--- src/rtl/sfr_pkg.sv ---
package sfr_pkg;
  localparam logic [7:0] OP_SLOW = 8'h03;
  localparam logic [7:0] OP_FAST = 8'h0B;
  localparam int ADDR_BITS = 24;

  typedef enum logic [2:0] {
    ST_OP,
    ST_ADDR,
    ST_DUMMY,
    ST_DATA,
    ST_IGNORE
  } cmd_st_e;
endpackage

--- src/rtl/sfr_edge_det.sv ---
module sfr_edge_det (
  input  logic clk_i,
  input  logic rst_ni,
  input  logic sck_i,
  output logic rise_o,
  output logic fall_o
);
  logic sck_q;

  always_ff @(posedge clk_i or negedge rst_ni) begin
    if (!rst_ni) sck_q <= 1'b0;
    else         sck_q <= sck_i;
  end

  assign rise_o = sck_i & ~sck_q;
  assign fall_o = ~sck_i & sck_q;
endmodule

--- src/rtl/sfr_cmd_rx.sv ---
module sfr_cmd_rx
  import sfr_pkg::*;
(
  input  logic                 clk_i,
  input  logic                 rst_ni,
  input  logic                 cs_ni,
  input  logic                 si_i,
  input  logic                 rise_i,
  output cmd_st_e              st_o,
  output logic [ADDR_BITS-1:0] addr_o,
  output logic                 addr_vld_o
);
  localparam int CNT_W = $clog2(ADDR_BITS);

  cmd_st_e              st_q;
  logic [CNT_W-1:0]     cnt_q;
  logic [7:0]           op_sr;
  logic [ADDR_BITS-1:0] ad_sr;
  logic                 fast_q;
  logic                 vld_q;
  logic [7:0]           op_nx;
  logic [ADDR_BITS-1:0] ad_nx;

  assign op_nx = {op_sr[6:0], si_i};
  assign ad_nx = {ad_sr[ADDR_BITS-2:0], si_i};

  always_ff @(posedge clk_i or negedge rst_ni) begin
    if (!rst_ni) begin
      st_q   <= ST_OP;
      cnt_q  <= '0;
      op_sr  <= '0;
      ad_sr  <= '0;
      fast_q <= 1'b0;
      vld_q  <= 1'b0;
    end else if (cs_ni) begin
      st_q  <= ST_OP;
      cnt_q <= '0;
      vld_q <= 1'b0;
    end else begin
      vld_q <= 1'b0;
      if (rise_i) begin
        case (st_q)
          ST_OP: begin
            op_sr <= op_nx;
            if (cnt_q == CNT_W'(7)) begin
              cnt_q <= '0;
              if (op_nx == OP_SLOW) begin
                st_q   <= ST_ADDR;
                fast_q <= 1'b0;
              end else if (op_nx == OP_FAST) begin
                st_q   <= ST_ADDR;
                fast_q <= 1'b1;
              end else begin
                st_q <= ST_IGNORE;
              end
            end else begin
              cnt_q <= cnt_q + 1'b1;
            end
          end
          ST_ADDR: begin
            ad_sr <= ad_nx;
            if (cnt_q == CNT_W'(ADDR_BITS - 1)) begin
              cnt_q <= '0;
              vld_q <= 1'b1;
              st_q  <= fast_q ? ST_DUMMY : ST_DATA;
            end else begin
              cnt_q <= cnt_q + 1'b1;
            end
          end
          ST_DUMMY: begin
            if (cnt_q == CNT_W'(7)) begin
              cnt_q <= '0;
              st_q  <= ST_DATA;
            end else begin
              cnt_q <= cnt_q + 1'b1;
            end
          end
          default: ;
        endcase
      end
    end
  end

  assign st_o       = st_q;
  assign addr_o     = ad_sr;
  assign addr_vld_o = vld_q;

  AST_ADDR_NEEDS_READ_OP: assert property (@(posedge clk_i) disable iff (!rst_ni)
    (st_q == ST_ADDR && $past(st_q) == ST_OP) |-> (op_sr == OP_SLOW || op_sr == OP_FAST));
  AST_DUMMY_ONLY_FAST: assert property (@(posedge clk_i) disable iff (!rst_ni)
    (st_q == ST_DUMMY) |-> (fast_q && op_sr == OP_FAST));
  AST_SLOW_SKIPS_DUMMY: assert property (@(posedge clk_i) disable iff (!rst_ni)
    (st_q == ST_DATA && $past(st_q) == ST_ADDR) |-> (op_sr == OP_SLOW));
endmodule

--- src/rtl/sfr_addr_seq.sv ---
module sfr_addr_seq
  import sfr_pkg::*;
#(
  parameter int NUM_PAGES = 4,
  parameter int PAD_BYTES = 1056,
  parameter int P2_BYTES  = 1024,
  localparam int PAGE_AW  = $clog2(NUM_PAGES),
  localparam int BYTE_W   = $clog2(PAD_BYTES),
  localparam int P2_BW    = $clog2(P2_BYTES)
) (
  input  logic                 clk_i,
  input  logic                 rst_ni,
  input  logic                 mode_i,
  input  logic                 load_i,
  input  logic [ADDR_BITS-1:0] addr_i,
  input  logic                 adv_i,
  output logic [PAGE_AW-1:0]   page_o,
  output logic [BYTE_W-1:0]    byte_o
);
  logic [PAGE_AW-1:0] page_q, ld_page;
  logic [BYTE_W-1:0]  byte_q, ld_byte, last_byte;

  assign last_byte = mode_i ? BYTE_W'(P2_BYTES - 1) : BYTE_W'(PAD_BYTES - 1);

  always_comb begin
    if (mode_i) begin
      ld_page = addr_i[P2_BW +: PAGE_AW];
      ld_byte = BYTE_W'(addr_i[P2_BW-1:0]);
    end else begin
      ld_page = addr_i[BYTE_W +: PAGE_AW];
      ld_byte = addr_i[BYTE_W-1:0];
      if (addr_i[BYTE_W-1:0] > BYTE_W'(PAD_BYTES - 1)) begin
        ld_page = addr_i[BYTE_W +: PAGE_AW] + 1'b1;
        ld_byte = '0;
      end
    end
  end

  always_ff @(posedge clk_i or negedge rst_ni) begin
    if (!rst_ni) begin
      page_q <= '0;
      byte_q <= '0;
    end else if (load_i) begin
      page_q <= ld_page;
      byte_q <= ld_byte;
    end else if (adv_i) begin
      if (byte_q == last_byte) begin
        byte_q <= '0;
        page_q <= page_q + 1'b1;
      end else begin
        byte_q <= byte_q + 1'b1;
      end
    end
  end

  assign page_o = page_q;
  assign byte_o = byte_q;

  AST_LOAD_IN_PAGE: assert property (@(posedge clk_i) disable iff (!rst_ni)
    load_i |=> (byte_q <= last_byte));
  AST_PAGE_CROSS: assert property (@(posedge clk_i) disable iff (!rst_ni)
    (adv_i && !load_i && byte_q == last_byte) |=>
      (byte_q == '0 && page_q == PAGE_AW'($past(page_q) + 1'b1)));
  AST_ARRAY_WRAP: assert property (@(posedge clk_i) disable iff (!rst_ni)
    (adv_i && !load_i && byte_q == last_byte && page_q == PAGE_AW'(NUM_PAGES - 1)) |=>
      (page_q == '0 && byte_q == '0));
  AST_STEP_ONE: assert property (@(posedge clk_i) disable iff (!rst_ni)
    (adv_i && !load_i && byte_q != last_byte) |=> (byte_q == BYTE_W'($past(byte_q) + 1'b1)));
endmodule

--- src/rtl/sfr_pattern.sv ---
module sfr_pattern #(
  parameter int          PAGE_AW = 2,
  parameter int          BYTE_W  = 11,
  parameter logic [7:0]  SEED    = 8'hA5
) (
  input  logic [PAGE_AW-1:0] page_i,
  input  logic [BYTE_W-1:0]  byte_i,
  output logic [7:0]         data_o
);
  logic [4:0] pg5;

  assign pg5    = 5'(page_i);
  assign data_o = byte_i[7:0] ^ {byte_i[BYTE_W-1 -: 3], pg5} ^ SEED;
endmodule

--- src/rtl/sfr_tx.sv ---
module sfr_tx (
  input  logic       clk_i,
  input  logic       rst_ni,
  input  logic       cs_ni,
  input  logic       fall_i,
  input  logic       data_phase_i,
  input  logic [7:0] byte_i,
  output logic       so_o,
  output logic       oe_o,
  output logic       adv_o
);
  logic [7:0] sr_q;
  logic [2:0] bcnt_q;
  logic       so_q, oe_q, adv_q;

  always_ff @(posedge clk_i or negedge rst_ni) begin
    if (!rst_ni) begin
      sr_q   <= '0;
      bcnt_q <= '0;
      so_q   <= 1'b0;
      oe_q   <= 1'b0;
      adv_q  <= 1'b0;
    end else begin
      adv_q <= 1'b0;
      if (cs_ni) begin
        oe_q   <= 1'b0;
        bcnt_q <= '0;
      end else if (fall_i && data_phase_i) begin
        oe_q   <= 1'b1;
        bcnt_q <= bcnt_q + 1'b1;
        if (bcnt_q == 3'd0) begin
          so_q  <= byte_i[7];
          sr_q  <= {byte_i[6:0], 1'b0};
          adv_q <= 1'b1;  // fetch point moves on as soon as a byte is taken
        end else begin
          so_q <= sr_q[7];
          sr_q <= {sr_q[6:0], 1'b0};
        end
      end
    end
  end

  assign so_o  = so_q;
  assign oe_o  = oe_q;
  assign adv_o = adv_q;

  AST_SO_ON_FALL: assert property (@(posedge clk_i) disable iff (!rst_ni)
    !fall_i |=> $stable(so_q));
  AST_OE_ON_FALL: assert property (@(posedge clk_i) disable iff (!rst_ni)
    $rose(oe_q) |-> $past(fall_i));
endmodule

--- src/rtl/sflash_rd_target.sv ---
module sflash_rd_target
  import sfr_pkg::*;
#(
  parameter int         NUM_PAGES = 4,
  parameter int         PAD_BYTES = 1056,
  parameter int         P2_BYTES  = 1024,
  parameter logic [7:0] SEED      = 8'hA5
) (
  input  logic clk_i,
  input  logic rst_ni,
  input  logic sck_i,
  input  logic cs_ni,
  input  logic si_i,
  input  logic page_mode_i,
  output logic so_o,
  output logic so_oe_o
);
  localparam int PAGE_AW = $clog2(NUM_PAGES);
  localparam int BYTE_W  = $clog2(PAD_BYTES);

  logic                 sck_rise, sck_fall;
  cmd_st_e              cmd_st;
  logic [ADDR_BITS-1:0] cmd_addr;
  logic                 cmd_addr_vld;
  logic [PAGE_AW-1:0]   cur_page;
  logic [BYTE_W-1:0]    cur_byte;
  logic [7:0]           cur_data;
  logic                 tx_adv;

  sfr_edge_det u_edge (
    .clk_i  (clk_i),
    .rst_ni (rst_ni),
    .sck_i  (sck_i),
    .rise_o (sck_rise),
    .fall_o (sck_fall)
  );

  sfr_cmd_rx u_cmd (
    .clk_i      (clk_i),
    .rst_ni     (rst_ni),
    .cs_ni      (cs_ni),
    .si_i       (si_i),
    .rise_i     (sck_rise),
    .st_o       (cmd_st),
    .addr_o     (cmd_addr),
    .addr_vld_o (cmd_addr_vld)
  );

  sfr_addr_seq #(
    .NUM_PAGES (NUM_PAGES),
    .PAD_BYTES (PAD_BYTES),
    .P2_BYTES  (P2_BYTES)
  ) u_seq (
    .clk_i  (clk_i),
    .rst_ni (rst_ni),
    .mode_i (page_mode_i),
    .load_i (cmd_addr_vld),
    .addr_i (cmd_addr),
    .adv_i  (tx_adv),
    .page_o (cur_page),
    .byte_o (cur_byte)
  );

  sfr_pattern #(
    .PAGE_AW (PAGE_AW),
    .BYTE_W  (BYTE_W),
    .SEED    (SEED)
  ) u_pat (
    .page_i (cur_page),
    .byte_i (cur_byte),
    .data_o (cur_data)
  );

  sfr_tx u_tx (
    .clk_i        (clk_i),
    .rst_ni       (rst_ni),
    .cs_ni        (cs_ni),
    .fall_i       (sck_fall),
    .data_phase_i (cmd_st == ST_DATA),
    .byte_i       (cur_data),
    .so_o         (so_o),
    .oe_o         (so_oe_o),
    .adv_o        (tx_adv)
  );

  AST_RELEASE_ON_DESELECT: assert property (@(posedge clk_i) disable iff (!rst_ni)
    $rose(cs_ni) |=> !so_oe_o);
  AST_IGNORED_OP_SILENT: assert property (@(posedge clk_i) disable iff (!rst_ni)
    (cmd_st == ST_IGNORE) |-> !so_oe_o);
  AST_OE_ONLY_IN_DATA: assert property (@(posedge clk_i) disable iff (!rst_ni)
    so_oe_o |-> (cmd_st == ST_DATA));
endmodule

--- config.mk ---
export PLATFORM = sky130hd
export DESIGN_NAME = sflash_rd_target
export DESIGN_NICKNAME = d
export VERILOG_FILES = /design/src/rtl/sfr_pkg.sv /design/src/rtl/sfr_edge_det.sv /design/src/rtl/sfr_cmd_rx.sv /design/src/rtl/sfr_addr_seq.sv /design/src/rtl/sfr_pattern.sv /design/src/rtl/sfr_tx.sv /design/src/rtl/sflash_rd_target.sv
export SDC_FILE = /design/constraint.sdc
export NUM_CORES = 1
export LEC_CHECK = 0
export ABC_AREA = 1
export ABC_CLOCK_PERIOD_IN_PS = 1300
export BUFFER_PORTS_ARGS = -buffer_cell sky130_fd_sc_hd__buf_2
export CAP_MARGIN = 10
export CORE_MARGIN = 5
export CORE_UTILIZATION = 55
export CTS_CLUSTER_SIZE = 24
export DETAILED_ROUTE_END_ITERATION = 12
export GPL_TIMING_DRIVEN = 0
export PLACE_DENSITY = 0.74
export SLEW_MARGIN = 15
export SYNTH_ARGS = -nofsm -noshare
export SYNTH_HDL_FRONTEND = slang
export SYNTH_HIERARCHICAL = 1
export SYNTH_SLANG_ARGS = --single-unit
--- constraint.sdc ---
create_clock -name clk_i -period 1.3 [get_ports clk_i]
set_input_delay 0.065 -clock clk_i [delete_from_list [all_inputs] [get_ports clk_i]]
set_output_delay 0.065 -clock clk_i [all_outputs]
set_load 0.005 [all_outputs]
# Yosys cells after proc, flatten, opt, wreduce, memory -nomap -nowiden
# Cells that the tools add are included.
# word_totals
out_inout_bits	2
inputBits	6
word_cells	96
register_bits	58
# classes
muxes	40
n_eq_ne	11
n_reduce_logical	18
n_addsub	5
magnitude_cmp	1
n_bitwise	7
# op_table
operator	n
11-bit 2-to-1 mux	6
3-bit 2-to-1 mux	9
5-bit 2-to-1 mux	4
1-bit 2-to-1 mux	13
11-bit by 1-bit adder with 11-bit output, second input constant	1
11-bit equality test	1
11-bit > comparator, second input constant	1
2-bit 2-to-1 mux	5
5-bit one-hot mux with 2 select lines	1
5-bit AND reduction	2
2-bit nonzero test	5
3-bit by 2-bit != test with 1-bit output, second input constant	3
3-bit one-hot mux with 3 select lines	1
8-bit by 2-bit equality test with 1-bit output, second input constant	1
8-bit by 4-bit equality test with 1-bit output, second input constant	1
8-bit 2-to-1 mux	1
8-bit bitwise XOR	1
3-bit by 2-bit equality test with 1-bit output, second input constant	2
3-bit logical NOT	2
2-bit AND reduction	3
3-bit AND reduction	2
5-bit by 1-bit adder with 5-bit output, second input constant	1
5-bit by 3-bit equality test with 1-bit output, second input constant	1
5-bit equality test, second input constant	1
10 further kinds	14

# Depth between registers and ports, before layout
# logic_depth
depth_word	7
ltp_mapped	10
depth_no_buf	10

# By module
# Netlist, hierarchy kept.
# by_module_without_submodules
module	instances	cells_per_inst	area_per_inst_um2	seq_area_each_um2
sfr_cmd_rx	1	227	1868.0	1026.0
sfr_addr_seq	1	164	1084.8	325.3
sfr_tx	1	90	681.9	325.3
sfr_pattern	1	28	112.6	0.0
sfr_edge_det	1	5	40.0	25.0
sflash_rd_target	1	2	10.0	0.0

# Worst setup path before layout
# OpenSTA, ideal clock, no wires.
# synth_timing
kind	register -> register
startpoint	register u_seq.byte_q[0] (netlist: u_seq/byte_o[0])
endpoint	register u_seq.byte_q[9] (netlist: u_seq/byte_o[9])
required_time_ns	1.182
arrival_ns	1.288
synth_period_minus_slack_ns	1.406
setup_time_ns	0.118
stages_incl_launch_ff	9
n_path_buf	0
path_slack_ns	-0.106
path_cell_list	dfrtp_1 > ha_1 > nand3_1 > nor2_4 > nand3_4 > nand2_4 > inv_2 > a21oi_1 > nor2_1
# synth_between
elab_chain_cells	4
word_cells_on_any_way	5
cone_classes	1 x add/sub; 1 x eq/ne; 3 x mux
# synth_rtl
element	line_no	rtl
start: declaration	sfr_addr_seq.sv:21	logic [BYTE_W-1:0] byte_q, ld_byte, last_byte;
start signal: assignment	sfr_addr_seq.sv:45	byte_q <= ld_byte;
start signal: assignment	sfr_addr_seq.sv:51	byte_q <= byte_q + 1'b1;
11-bit by 1-bit adder with 11-bit output or 11-bit equality test (tied branches)	sfr_addr_seq.sv:51, sfr_addr_seq.sv:47	
11-bit 2-to-1 mux *	sfr_addr_seq.sv:47	if (byte_q == last_byte) begin
11-bit 2-to-1 mux *	sfr_addr_seq.sv:46	end else if (adv_i) begin
11-bit 2-to-1 mux *	sfr_addr_seq.sv:43	end else if (load_i) begin
# Mark *: on every way between the ends. The rest lies on a longest branch, timed or not. The select of a mux whose other input is x is not followed.
# A chain may end at the register's enable or synchronous reset.

# Worst setup path in the final report
# layout_timing
startpoint	register u_cmd.st_q[2] (netlist: u_cmd/st_o[2])
endpoint	register u_cmd.ad_sr[10] (netlist: u_cmd/addr_o[10])
# layout_between
elab_chain_cells	2
# layout_rtl
element	line_no	rtl
start: declaration	sfr_cmd_rx.sv:15	cmd_st_e st_q;
start signal: assignment	sfr_cmd_rx.sv:65	st_q <= fast_q ? ST_DUMMY : ST_DATA;
3-bit by 1-bit equality test with 1-bit output	sfr_cmd_rx.sv:42	case (st_q)
3-bit AND reduction (no line)	-	
end signal: assignment	sfr_cmd_rx.sv:61	ad_sr <= ad_nx;
end: declaration	sfr_cmd_rx.sv:18	logic [ADDR_BITS-1:0] ad_sr;
# Every way passes these cells.

==> summary.txt <==
Outcome
  • Outcome: complete, but fails checks
  • Violated checks: setup timing

Power
  • Peak supply drop: between 0.8 and 0.9 mV
  • Clock power frac: a little under half
  • Pwr per Cell Area: about 1000 nW/µm²
  • Power share of the sequential group: about 44%
  • Leak: ~2.3 nW
  • Final Power: roughly 4.4 mW
  • Psw: ~1.0 mW
  • Internal: around 3.4 mW
  • Combinational power share: roughly 7.9%
  • Sw frac: 23.5%

Floorplan
  • Die width: 88.4 µm
  • Die area: just under 8000 µm²
  • Initial Util: a little under three fifths
  • Ports: 8
  • Total core area: a little under 6000 µm²
  • Cell row count: 28
  • DIE HEIGHT: 88.4 µm

Timing
  • Min Tclk post-route: between 1 and 1.5 ns
  • Final-report hold violation count: 0
  • Tcrit/Tclk final: 106%
  • Slew @ Worst Pin: 0.721 ns
  • Relative slew slack: 51.9%
  • Fmax: around 730 MHz
  • Clk_skew: around 0.0088 ns
  • Pins Over Slew Limit: 0
  • Fin Setup TNS: -1.13 ns
  • Worst Slack Setup Final: -0.0759 ns
  • RSZ-0062 raised after global routing: yes
  • Final setup fails: 36

Placement
  • DP Cell Count: between 500 and 600
  • Hpwl dp: approximately 4700 µm
  • GP Congestion: around 0.85
  • Port bufs: 7
  • Post-DP Area: roughly 3500 µm²

Cells and area
  • Core Util, Final: 72.7%
  • Filler cells: roughly 420
  • Fin area: approximately 4300 µm²
  • NumNets Final: ~530
  • Ant. Diodes: 0
  • Layout cells sized above 1: approximately 30%
  • Area Growth Syn to Fin: 28.1%
  • Post-Layout Cell Count: between 600 and 700

Logic synthesis
  • Synthesized Nets: a little under 500
  • Mapped Cells: roughly 470
  • Yosys Warn Count: 6
  • Syn avg cell area: between 7 and 8 µm²
  • Synthesized area: approximately 3400 µm²

GRT
  • Most used routing layer in global routing: met2
  • Largest net degree at the start of global routing: 58
  • Met3 usage: 5.59%
  • Met1 track demand over resource: 26.7%
  • Initial antenna violation count: 0
  • Grt ovf: 0
  • Vias in the first global route: approximately 3,000
  • First-pass GRT wire length: ~13,000 µm
  • All-layer global routing usage: 21.4%
  • GR Layer Usage met2: 35.3%

Clock tree
  • Clock Path Buffers: 2
  • CTS tree: built
  • TritonCTS Buffers: 9
  • Skew-Pair Late Insertion Delay: 0.34 ns
  • CTS root buffer: clkbuf_8
  • Clock sinks: 57
  • Clock slew at reported path FFs: roughly 0.07 ns
  • CTS H-tree lvls: 3

Drt
  • Routed wire per std cell: between 10 and 15 µm
  • DRC: 0
  • Via density: roughly 5.3
  • Vias: 3,198
  • Initial DRT Pass Iterations: 6
  • Iter 0 DRT Violations: about 180
  • Routed WL: 8180 µm
  • Post-DRT Antenna Nets: 0

Setup path
  • FF-to-FF path depth: 7
  • Critical Path RT: 1.52 ns
  • Worst path cell trace: inv_2, nand2_4, nor2_8, nand2_4, buf_8, nand2_2, nand2_1
  • Crit path largest cell delay: ~0.49 ns
  • Most common cell on crit path: nand2_4
  • R2r endpoint: u_cmd/addr_o[10]$_DFFE_PN0P_
  • CP max stage cell: dfrtp_2
  • Worst Path Arrival: ~1.6 ns
  • Max FO, Critical Path: 8
  • Worst reg2reg startpoint: u_cmd/st_o[2]$_DFFE_PN0P_
  • Crit path launch type: flip-flop
  • Worst reg2reg setup slack: -0.08 ns
  • CP top delay family: flip-flops
  • Setup CP Type: flip-flop to flip-flop
  • Stages on worst setup path: 7
  • Buf+Inv Stages, Crit Path: 2
  • Setup crit end kind: flip-flop

Hold path
  • Hold path startpoint: cs_ni
  • Hold endpoint: u_tx/oe_o$_DFFE_PN0P_
  • Hold WC Path Type: input port to flip-flop
  • Hold depth: 2

Job
  • Max cap viols: 0
## cell usage in the layout, fill, tap and decap left out, types with 3 or more instances in the layout
master	instances
nand3_2	10
o21ai_2	3
nand2_2	23
inv_1	58
o21ai_1	10
nand4_1	4
a21oi_2	3
nand2_4	10
inv_2	12
nor2_2	4
dlygate4sd3_1	3
nand3_4	3
nor2_1	26
dfrtp_2	9
buf_6	3
clkbuf_8	11
xor2_1	3
a21oi_1	9
nand3b_1	3
o21ai_0	7
o21a_1	3
nand2_1	142
dfrtp_1	48
buf_4	34
bufinv_16	3
nand3_1	46
nor2_4	9
buf_2	9
## metrics by stage
| step | worst slack [ns] | hold WS [ns] |
|---|---|---|
| 2_1_floorplan | -0.0180 | -0.231 |
| 3_3_place_gp | -0.148 | 0.206 |
| 3_5_place_dp | -0.167 | 0.171 |
| 4_1_cts | -0.0244 | 0.0299 |
| 5_1_grt | -0.163 | 0.0635 |
| 6_report | -0.0759 | 0.0463 |
## routing by layer
metal / vias to the layer above / wire [µm]
met1: 1509 / 3610
met3: 25 / 392
met4: 0 / 204
met2: 89 / 3970
li1: 1575 / -
met5: - / 0
## power by group through the flow
stage / Combinational [mW] / Sequential (mW) / Clock, mW
4_1_cts: 0.308 / 1.93 / 2.15
6_report: 0.349 / 1.94 / 2.11
3_3_place_gp: 0.276 / 1.96 / 0
5_1_grt: 0.398 / 1.95 / 2.24
2_1_floorplan: 0.196 / 1.94 / 0
3_5_place_dp: 0.285 / 1.96 / 0
## worst register-to-register path, stage by stage (launching register included)
cell and delay [ns]:
dfrtp_2 0.49, inv_2 0.11, nand2_4 0.07, nor2_8 0.20, nand2_4 0.11, buf_8 0.17
nand2_2 0.06, nand2_1 0.05
## how the worst max path moves through the flow
stage                           startpoint                      endpoint  slack [ns]
6_report         u_cmd/st_o[2]$_DFFE_PN0P_  u_cmd/addr_o[10]$_DFFE_PN0P_       -0.08
5_1_grt          u_cmd/st_o[2]$_DFFE_PN0P_  u_cmd/addr_o[10]$_DFFE_PN0P_       -0.16
4_1_cts        u_seq/byte_o[1]$_DFFE_PN0P_   u_seq/byte_o[9]$_DFFE_PN0P_       -0.02
3_5_place_dp   u_seq/byte_o[0]$_DFFE_PN0P_   u_seq/byte_o[9]$_DFFE_PN0P_       -0.17
3_3_place_gp   u_seq/byte_o[1]$_DFFE_PN0P_   u_seq/byte_o[9]$_DFFE_PN0P_       -0.15
2_1_floorplan  u_seq/byte_o[0]$_DFFE_PN0P_   u_seq/byte_o[9]$_DFFE_PN0P_       -0.02
## flip-flops by register name, summed over array words and instances, names as in the netlist, 2 cells and up
signal	flops
u_cmd/cnt_q	5
u_tx/bcnt_q	3
u_seq/byte_o	11
u_cmd/op_sr	7
u_cmd/addr_o	13
u_cmd/st_o	3
u_seq/page_o	2
u_tx/sr_q	7
## what timing repair did
action                                  4_1_cts  5_1_grt
buffers inserted                             17       13
endpoints found under the setup margin       37       46
pin swaps                                     9       36
gates cloned                                  0        1
hold buffers                                  3        0
endpoints found under the hold margin        60        0
resized for setup                            17       64
## cell type report
type,count,area (µm²),area share (%)
Buffer,11,90.1,2.08
Timing Repair Buffer,41,329,7.60
Clock buffer,12,155,3.58
Sequential cell,57,1440,33.2
Tap cell,75,93.8,2.17
Inverter,74,297,6.85
Multi-Input combinational cell,329,1830,42.2
Clock inverter,4,98.8,2.28
No activity file was read; power rests on OpenSTA's default activity.
